### config.mk
export PLATFORM = sky130hd
export DESIGN_NAME = rxsw_buf_swapper
export DESIGN_NICKNAME = d
export VERILOG_FILES = /design/src/rtl/rxsw_pkg.sv /design/src/rtl/rxsw_byte_counter.sv /design/src/rtl/rxsw_swap_ctrl.sv /design/src/rtl/rxsw_buf_swapper.sv
export SDC_FILE = /design/constraint.sdc
export NUM_CORES = 1
export LEC_CHECK = 0
export BUFFER_PORTS_ARGS = -buffer_cell sky130_fd_sc_hd__buf_2
export CORE_UTILIZATION = 49
export DETAILED_ROUTE_END_ITERATION = 10
export PLACE_DENSITY = 0.76
export SLEW_MARGIN = 15
export SYNTH_ARGS = -nofsm -noshare
export SYNTH_HDL_FRONTEND = slang
export SYNTH_SLANG_ARGS = --single-unit
export TNS_END_PERCENT = 5
### constraint.sdc
create_clock -name clk -period 2 [get_ports clk]
set_input_delay 0.4 -clock clk [delete_from_list [all_inputs] [get_ports clk]]
set_output_delay 0.4 -clock clk [all_outputs]
set_load 0.02 [all_outputs]
### src/rtl/rxsw_pkg.sv
package rxsw_pkg;
  localparam int NUM_BUFS = 2;

  typedef enum logic {
    SIDE_A = 1'b0,
    SIDE_B = 1'b1
  } side_e;

  function automatic side_e other_side(side_e s);
    return (s == SIDE_A) ? SIDE_B : SIDE_A;
  endfunction
endpackage

### src/rtl/rxsw_byte_counter.sv
module rxsw_byte_counter #(
  parameter int MAX_COUNT = 11,
  parameter int CNT_W     = 4
) (
  input  logic             clk,
  input  logic             rst,
  input  logic             clr,
  input  logic             inc,
  output logic [CNT_W-1:0] count
);
  localparam logic [CNT_W-1:0] LIMIT = CNT_W'(MAX_COUNT);

  always_ff @(posedge clk) begin
    if (rst || clr) begin
      count <= '0;
    end else if (inc && (count != LIMIT)) begin
      count <= count + 1'b1;
    end
  end
endmodule

### src/rtl/rxsw_swap_ctrl.sv
module rxsw_swap_ctrl
  import rxsw_pkg::*;
(
  input  logic                clk,
  input  logic                rst,
  input  logic                frame_done,
  input  logic                rx_active,
  input  logic                byte_inc,
  input  logic                done_req,
  input  logic                ovr_clr,
  output side_e               bus_side,
  output logic [NUM_BUFS-1:0] full,
  output logic                rx_cpu,
  output logic                overrun,
  output logic                done_clr,
  output logic [NUM_BUFS-1:0] cnt_clr,
  output logic [NUM_BUFS-1:0] cnt_inc
);
  side_e               bus_q, bus_d;
  logic [NUM_BUFS-1:0] full_q, full_d;
  logic                rxcpu_q, rxcpu_d;
  logic                ovr_q, ovr_d;
  logic                dclr_q;
  logic                accept, swap, discard;
  logic                bus_idx, cpu_idx;
  logic                bus_full_w, cpu_full_w;

  always_comb begin
    bus_idx    = 1'(bus_q);
    cpu_idx    = 1'(other_side(bus_q));
    bus_full_w = full_q[bus_idx];
    cpu_full_w = full_q[cpu_idx];
    accept     = done_req && !dclr_q;
    discard    = frame_done && bus_full_w;
    swap       = bus_full_w && !rx_active && !frame_done && (!cpu_full_w || accept);
  end

  always_comb begin
    cnt_clr = '0;
    cnt_inc = '0;
    full_d  = full_q;
    if (accept) begin
      cnt_clr[cpu_idx] = 1'b1;
      full_d[cpu_idx]  = 1'b0;
    end
    if (byte_inc && !bus_full_w) cnt_inc[bus_idx] = 1'b1;
    if (frame_done && !bus_full_w) full_d[bus_idx] = 1'b1;
    bus_d = swap ? other_side(bus_q) : bus_q;
    if (swap)        rxcpu_d = 1'b1;
    else if (accept) rxcpu_d = 1'b0;
    else             rxcpu_d = rxcpu_q;
    if (discard)      ovr_d = 1'b1;
    else if (ovr_clr) ovr_d = 1'b0;
    else              ovr_d = ovr_q;
  end

  always_ff @(posedge clk) begin
    if (rst) begin
      bus_q   <= SIDE_A;
      full_q  <= '0;
      rxcpu_q <= 1'b0;
      ovr_q   <= 1'b0;
      dclr_q  <= 1'b0;
    end else begin
      bus_q   <= bus_d;
      full_q  <= full_d;
      rxcpu_q <= rxcpu_d;
      ovr_q   <= ovr_d;
      dclr_q  <= accept;
    end
  end

  assign bus_side = bus_q;
  assign full     = full_q;
  assign rx_cpu   = rxcpu_q;
  assign overrun  = ovr_q;
  assign done_clr = dclr_q;
endmodule

### src/rtl/rxsw_buf_swapper.sv
module rxsw_buf_swapper
  import rxsw_pkg::*;
#(
  parameter int  MAX_BYTES = 11,
  localparam int CNT_W     = $clog2(MAX_BYTES + 1)
) (
  input  logic             clk,
  input  logic             rst,
  input  logic             frame_done,
  input  logic             rx_active,
  input  logic             byte_inc,
  input  logic             done_req,
  input  logic             ovr_clr,
  output logic             bus_sel,
  output logic             cpu_full,
  output logic             bus_full,
  output logic             rx_cpu,
  output logic             overrun,
  output logic             done_clr,
  output logic [CNT_W-1:0] cpu_count,
  output logic [CNT_W-1:0] bus_count
);
  side_e               bus_side;
  logic [NUM_BUFS-1:0] full;
  logic [NUM_BUFS-1:0] cnt_clr, cnt_inc;
  logic [CNT_W-1:0]    cnt [NUM_BUFS];

  rxsw_swap_ctrl u_ctrl (
    .clk        (clk),
    .rst        (rst),
    .frame_done (frame_done),
    .rx_active  (rx_active),
    .byte_inc   (byte_inc),
    .done_req   (done_req),
    .ovr_clr    (ovr_clr),
    .bus_side   (bus_side),
    .full       (full),
    .rx_cpu     (rx_cpu),
    .overrun    (overrun),
    .done_clr   (done_clr),
    .cnt_clr    (cnt_clr),
    .cnt_inc    (cnt_inc)
  );

  for (genvar g = 0; g < NUM_BUFS; g++) begin : g_buf
    rxsw_byte_counter #(
      .MAX_COUNT (MAX_BYTES),
      .CNT_W     (CNT_W)
    ) u_cnt (
      .clk   (clk),
      .rst   (rst),
      .clr   (cnt_clr[g]),
      .inc   (cnt_inc[g]),
      .count (cnt[g])
    );
  end

  always_comb begin
    bus_sel   = 1'(bus_side);
    bus_full  = full[bus_sel];
    cpu_full  = full[!bus_sel];
    bus_count = cnt[bus_sel];
    cpu_count = cnt[!bus_sel];
  end
endmodule

==> impl_results.html <==
<table>
<tr><th>Metric</th><th>Value</th></tr>
<tr><th colspan="2">Status</th></tr>
<tr><td>Outcome</td><td>completed</td></tr>
<tr><th colspan="2">Worst setup path</th></tr>
<tr><td>FF-to-FF setup slack</td><td>approximately 380 ps</td></tr>
<tr><td>Top fanout value on the critical path</td><td>7</td></tr>
<tr><td>Max stage delay on crit path</td><td>around 460 ps</td></tr>
<tr><td>Crit-path cells</td><td>buf_4, mux2_2, buf_2</td></tr>
<tr><td>Worst reg2reg startpoint</td><td>u_ctrl.bus_side</td></tr>
<tr><td>WP data arrival</td><td>1430 ps</td></tr>
<tr><td>Worst reg-to-reg path cell count</td><td>3</td></tr>
<tr><td>Data required time at the worst endpoint</td><td>approximately 1600 ps</td></tr>
<tr><td>Startpoint class of the critical path</td><td>register</td></tr>
<tr><td>Worst reg2reg endpoint</td><td>u_ctrl.bus_side</td></tr>
<tr><td>Crit. End Element</td><td>output pin</td></tr>
<tr><td>Class of the most critical setup path</td><td>register to output pin</td></tr>
<tr><td>Slowest stage cell, crit path</td><td>sky130_fd_sc_hd__dfxtp_1</td></tr>
<tr><th colspan="2">Layout</th></tr>
<tr><td>Area used by multi-input combinational logic</td><td>~410 um^2</td></tr>
<tr><td>Number of filler instances in the final layout</td><td>between 100 and 150</td></tr>
<tr><td>FF+latch area</td><td>between 200 and 300 um^2</td></tr>
<tr><td>Post-Layout Inst Area</td><td>slightly below 900 um^2</td></tr>
<tr><td>End-of-flow core utilization</td><td>about 65%</td></tr>
<tr><td>N_diodes</td><td>0</td></tr>
<tr><td>Area overhead of the layout relative to synthesis</td><td>20.5%</td></tr>
<tr><td>Number of nets in the layout</td><td>roughly 120</td></tr>
<tr><td>Fraction of layout cells with a size suffix above 1</td><td>35.2%</td></tr>
<tr><th colspan="2">STA</th></tr>
<tr><td>Setup repair after global routing missed its margin</td><td>no</td></tr>
<tr><td>Max-slew violations</td><td>0</td></tr>
<tr><td>Final critical-path share of the clock period</td><td>between 90% and 100%</td></tr>
<tr><td>Clock Skew</td><td>approximately 3.1 ps</td></tr>
<tr><td>Slew at the pin closest to its max-slew limit</td><td>~400 ps</td></tr>
<tr><td>Highest attainable clock frequency</td><td>approximately 550 MHz</td></tr>
<tr><td>Shortest period the worst path allows</td><td>approximately 1800 ps</td></tr>
<tr><td>Relative slew slack</td><td>approximately 73%</td></tr>
<tr><td>Fin. Hold Viols</td><td>0</td></tr>
<tr><td>Finish-stage setup viols</td><td>0</td></tr>
<tr><td>Fin Setup TNS</td><td>0 ps</td></tr>
<tr><td>Final Hold Slack</td><td>approximately 360 ps</td></tr>
<tr><th colspan="2">Pwr</th></tr>
<tr><td>VDD IR max</td><td>0.399 mV</td></tr>
<tr><td>Power density over the cells</td><td>approximately 660 nW/um^2</td></tr>
<tr><td>Clock network power share</td><td>roughly a third</td></tr>
<tr><td>Power share of the sequential group</td><td>between 50% and 60%</td></tr>
<tr><td>Fraction of power spent switching nets</td><td>between 20% and 30%</td></tr>
<tr><td>Final Power</td><td>roughly 0.59 mW</td></tr>
<tr><td>P_sw</td><td>0.153 mW</td></tr>
<tr><td>Comb pwr share</td><td>around 14%</td></tr>
<tr><td>Leakage power</td><td>0.394 nW</td></tr>
<tr><td>Cell internal pwr</td><td>0.433 mW</td></tr>
<tr><th colspan="2">Clocking</th></tr>
<tr><td>Number of clock sinks</td><td>14</td></tr>
<tr><td># Post-CTS Setup Buffers</td><td>0</td></tr>
<tr><td>Resized Gates After CTS</td><td>0</td></tr>
<tr><td>Hold_buf cts</td><td>0</td></tr>
<tr><td>Root Driver</td><td>sky130_fd_sc_hd__clkbuf_4</td></tr>
<tr><td>CTS Buffer Depth</td><td>2</td></tr>
<tr><td>CTS clk-pin slew, worst paths</td><td>90 ps</td></tr>
<tr><td>Clock tree from TritonCTS</td><td>yes</td></tr>
<tr><td>H-Tree Depth</td><td>1</td></tr>
<tr><td>Insertion delay of the later-clocked pin in the worst-skew pair</td><td>between 200 and 300 ps</td></tr>
<tr><td>Number of buffers created by CTS</td><td>3</td></tr>
<tr><th colspan="2">Global route</th></tr>
<tr><td>Number of antenna violations at the first check in global routing</td><td>0</td></tr>
<tr><td>Combined global-route utilization of all metal layers</td><td>19.5%</td></tr>
<tr><td>Via count of the first global-routing pass</td><td>approximately 540</td></tr>
<tr><td>Total gr overflow</td><td>0</td></tr>
<tr><td>Global-route wire length before repair</td><td>2140 um</td></tr>
<tr><td>Maximum number of pins on one net before global-route repair</td><td>9</td></tr>
<tr><th colspan="2">Hold path</th></tr>
<tr><td>Source of the worst hold timing path</td><td>rst</td></tr>
<tr><td>Worst hold endpoint</td><td>u_ctrl.rx_cpu</td></tr>
<tr><td>Cell depth of the worst min-delay path</td><td>2</td></tr>
<tr><td>Hold crit path type</td><td>input pin to register</td></tr>
<tr><th colspan="2">Synth</th></tr>
<tr><td>Average footprint of a synthesized cell</td><td>8.94 um^2</td></tr>
<tr><td>Area fraction of the dominant cell type after synthesis</td><td>a little under two fifths</td></tr>
<tr><td>Count leader, synth</td><td>sky130_fd_sc_hd__dfxtp_1</td></tr>
<tr><td>EDFF count, synth</td><td>0</td></tr>
<tr><td>Synthesized Nets</td><td>91</td></tr>
<tr><td>Most used DFF post-synth</td><td>sky130_fd_sc_hd__dfxtp_1</td></tr>
<tr><td>Number of warnings printed during yosys synthesis</td><td>0</td></tr>
<tr><td>Top area cells in the synthesized netlist</td><td>sky130_fd_sc_hd__dfxtp_1, sky130_fd_sc_hd__mux2_2, sky130_fd_sc_hd__a21oi_1</td></tr>
<tr><td>Post-synthesis cell type with the largest combined area</td><td>sky130_fd_sc_hd__dfxtp_1</td></tr>
<tr><td>Most used standard cells in the synthesized netlist</td><td>sky130_fd_sc_hd__dfxtp_1, sky130_fd_sc_hd__a21oi_1, sky130_fd_sc_hd__mux2_2, sky130_fd_sc_hd__o21ai_0, sky130_fd_sc_hd__nor2_1</td></tr>
<tr><td>Number of standard cells after synthesis</td><td>82</td></tr>
<tr><td>Share of synthesized registers carrying an async set or reset</td><td>0%</td></tr>
<tr><td>Synthesized flop and latch total</td><td>14</td></tr>
<tr><td>Number of distinct library cells after synthesis</td><td>24</td></tr>
<tr><td>Cell area after technology mapping</td><td>between 700 and 800 um^2</td></tr>
<tr><td>Sequential cell area fraction in the yosys report</td><td>38.2%</td></tr>
<tr><th colspan="2">Floorplan</th></tr>
<tr><td>Overall die height</td><td>40.7 um</td></tr>
<tr><td>Floorplan row count</td><td>13</td></tr>
<tr><td>Floorplan core area</td><td>approximately 1400 um^2</td></tr>
<tr><td>Total die area</td><td>roughly 1700 um^2</td></tr>
<tr><td>Horizontal extent of the die</td><td>40.7 um</td></tr>
<tr><td>Number of I/O pins</td><td>21</td></tr>
<tr><td>Initial core utilization</td><td>a little over half</td></tr>
<tr><th colspan="2">Routing</th></tr>
<tr><td>Iteration count of the initial detailed-routing pass</td><td>4</td></tr>
<tr><td>Vias</td><td>about 670</td></tr>
<tr><td>DR iter-0 viols</td><td>11</td></tr>
<tr><td>Routed vias/inst</td><td>approximately 5.6</td></tr>
<tr><td>Routed WL per cell</td><td>12.5 um</td></tr>
<tr><td>Residual DRC</td><td>0</td></tr>
<tr><td>Count of antenna-violating nets left after detailed routing</td><td>0</td></tr>
<tr><td>Detailed Route WL</td><td>between 1500 and 2000 um</td></tr>
<tr><th colspan="2">Run</th></tr>
<tr><td>Maxcap violations</td><td>0</td></tr>
<tr><th colspan="2">Placed design</th></tr>
<tr><td>Area of placed instances</td><td>847 um^2</td></tr>
<tr><td>Final RePlAce weighted congestion</td><td>0.658</td></tr>
<tr><td>Detailed Place HPWL</td><td>about 1100 um</td></tr>
<tr><td>Port-buffer cells</td><td>20</td></tr>
</table>
## power groups by stage
stage               logic (mW)  registers, mW  clock network [mW]
floorplan               0.0524          0.306                   0
global placement        0.0780          0.304                   0
detailed placement      0.0809          0.305                   0
CTS                     0.0813          0.299               0.210
global route            0.0888          0.300               0.219
finish                  0.0809          0.299               0.207
## kinds of logic (layout without fill, tap and decap cells)
| family | count (synthesis) | count (layout) | synth area share [%] |
|---|---|---|---|
| compound gates | 24 | 24 | 18.3 |
| simple gates | 24 | 24 | 19.6 |
| flops | 14 | 14 | 38.2 |
| mux | 10 | 10 | 15.2 |
| buf+inv | 8 | 31 | 5.29 |
| fa+ha+maj | 2 | 2 | 3.41 |
## flip-flops by register name, summed over array words and instances (netlist names)
name	flops
g_buf.u_cnt.count	8
u_ctrl.bus_side	1
u_ctrl.overrun	1
u_ctrl.rx_cpu	1
u_ctrl.full	2
u_ctrl.done_clr	1
## critical path, delay by kind of cell (launching register included)
family,cells,cell delay (ps)
buffers and inverters,2,360
DFF,1,460
muxes,1,330
## routing by layer
metal  part of all wire [%]  GRT usage (%)  vias to the layer above
met5                      0              0                        -
met4                    1.7           10.0                        0
met3                    1.9           3.26                        4
met2                     47           32.5                        8
met1                     50           24.0                      312
li1                       -              -                      342
## layout make-up
cell class | count | area share [%]
repair buffers | 22 | 13.0
flip-flops and latches | 14 | 31.7
well taps | 15 | 2.12
multi-input cells | 60 | 46.9
inverters | 5 | 2.12
clock buffers | 4 | 4.11
## layout by cell type (no fill, tap or decap)
cell type	n
sky130_fd_sc_hd__buf_4	2
sky130_fd_sc_hd__inv_1	5
sky130_fd_sc_hd__and3b_1	2
sky130_fd_sc_hd__buf_2	20
sky130_fd_sc_hd__a2111o_1	1
sky130_fd_sc_hd__o21bai_1	2
sky130_fd_sc_hd__nor2b_1	1
sky130_fd_sc_hd__clkbuf_4	3
sky130_fd_sc_hd__nand2b_1	1
sky130_fd_sc_hd__or4_1	3
sky130_fd_sc_hd__o21ai_0	8
sky130_fd_sc_hd__or3b_2	2
sky130_fd_sc_hd__ha_1	2
sky130_fd_sc_hd__clkbuf_8	1
sky130_fd_sc_hd__nand2_1	3
sky130_fd_sc_hd__mux2i_1	1
sky130_fd_sc_hd__o31ai_1	1
sky130_fd_sc_hd__nand3b_1	1
sky130_fd_sc_hd__mux2_2	9
sky130_fd_sc_hd__dfxtp_1	14
sky130_fd_sc_hd__or3_1	3
sky130_fd_sc_hd__nor2_1	6
sky130_fd_sc_hd__nand3_1	1
sky130_fd_sc_hd__or3b_1	1
sky130_fd_sc_hd__a21oi_1	12
## worst max path at each step
stage,cells past startpoint,end,from,slack [ps]
6_report,3,bus_count[0],u_ctrl.bus_side,170
2_1_floorplan,4,u_ctrl.bus_side,u_ctrl.bus_side,240
3_5_place_dp,4,g_buf[0].u_cnt.count[3],byte_inc,370
5_1_grt,3,bus_count[1],u_ctrl.bus_side,100
3_3_place_gp,4,g_buf[0].u_cnt.count[3],byte_inc,400
4_1_cts,3,bus_count[0],u_ctrl.bus_side,160
## through the flow
| step | setup WS, ps | instances |
|---|---|---|
| final | 174 | 120 |
| after floorplan | 239 | 82 |
| after detailed placement | 367 | 116 |
| after CTS | 159 | 120 |
| after global routing | 101 | 120 |
| after global placement | 400 | 116 |
Note: power is estimated with default switching activity, not from simulation.
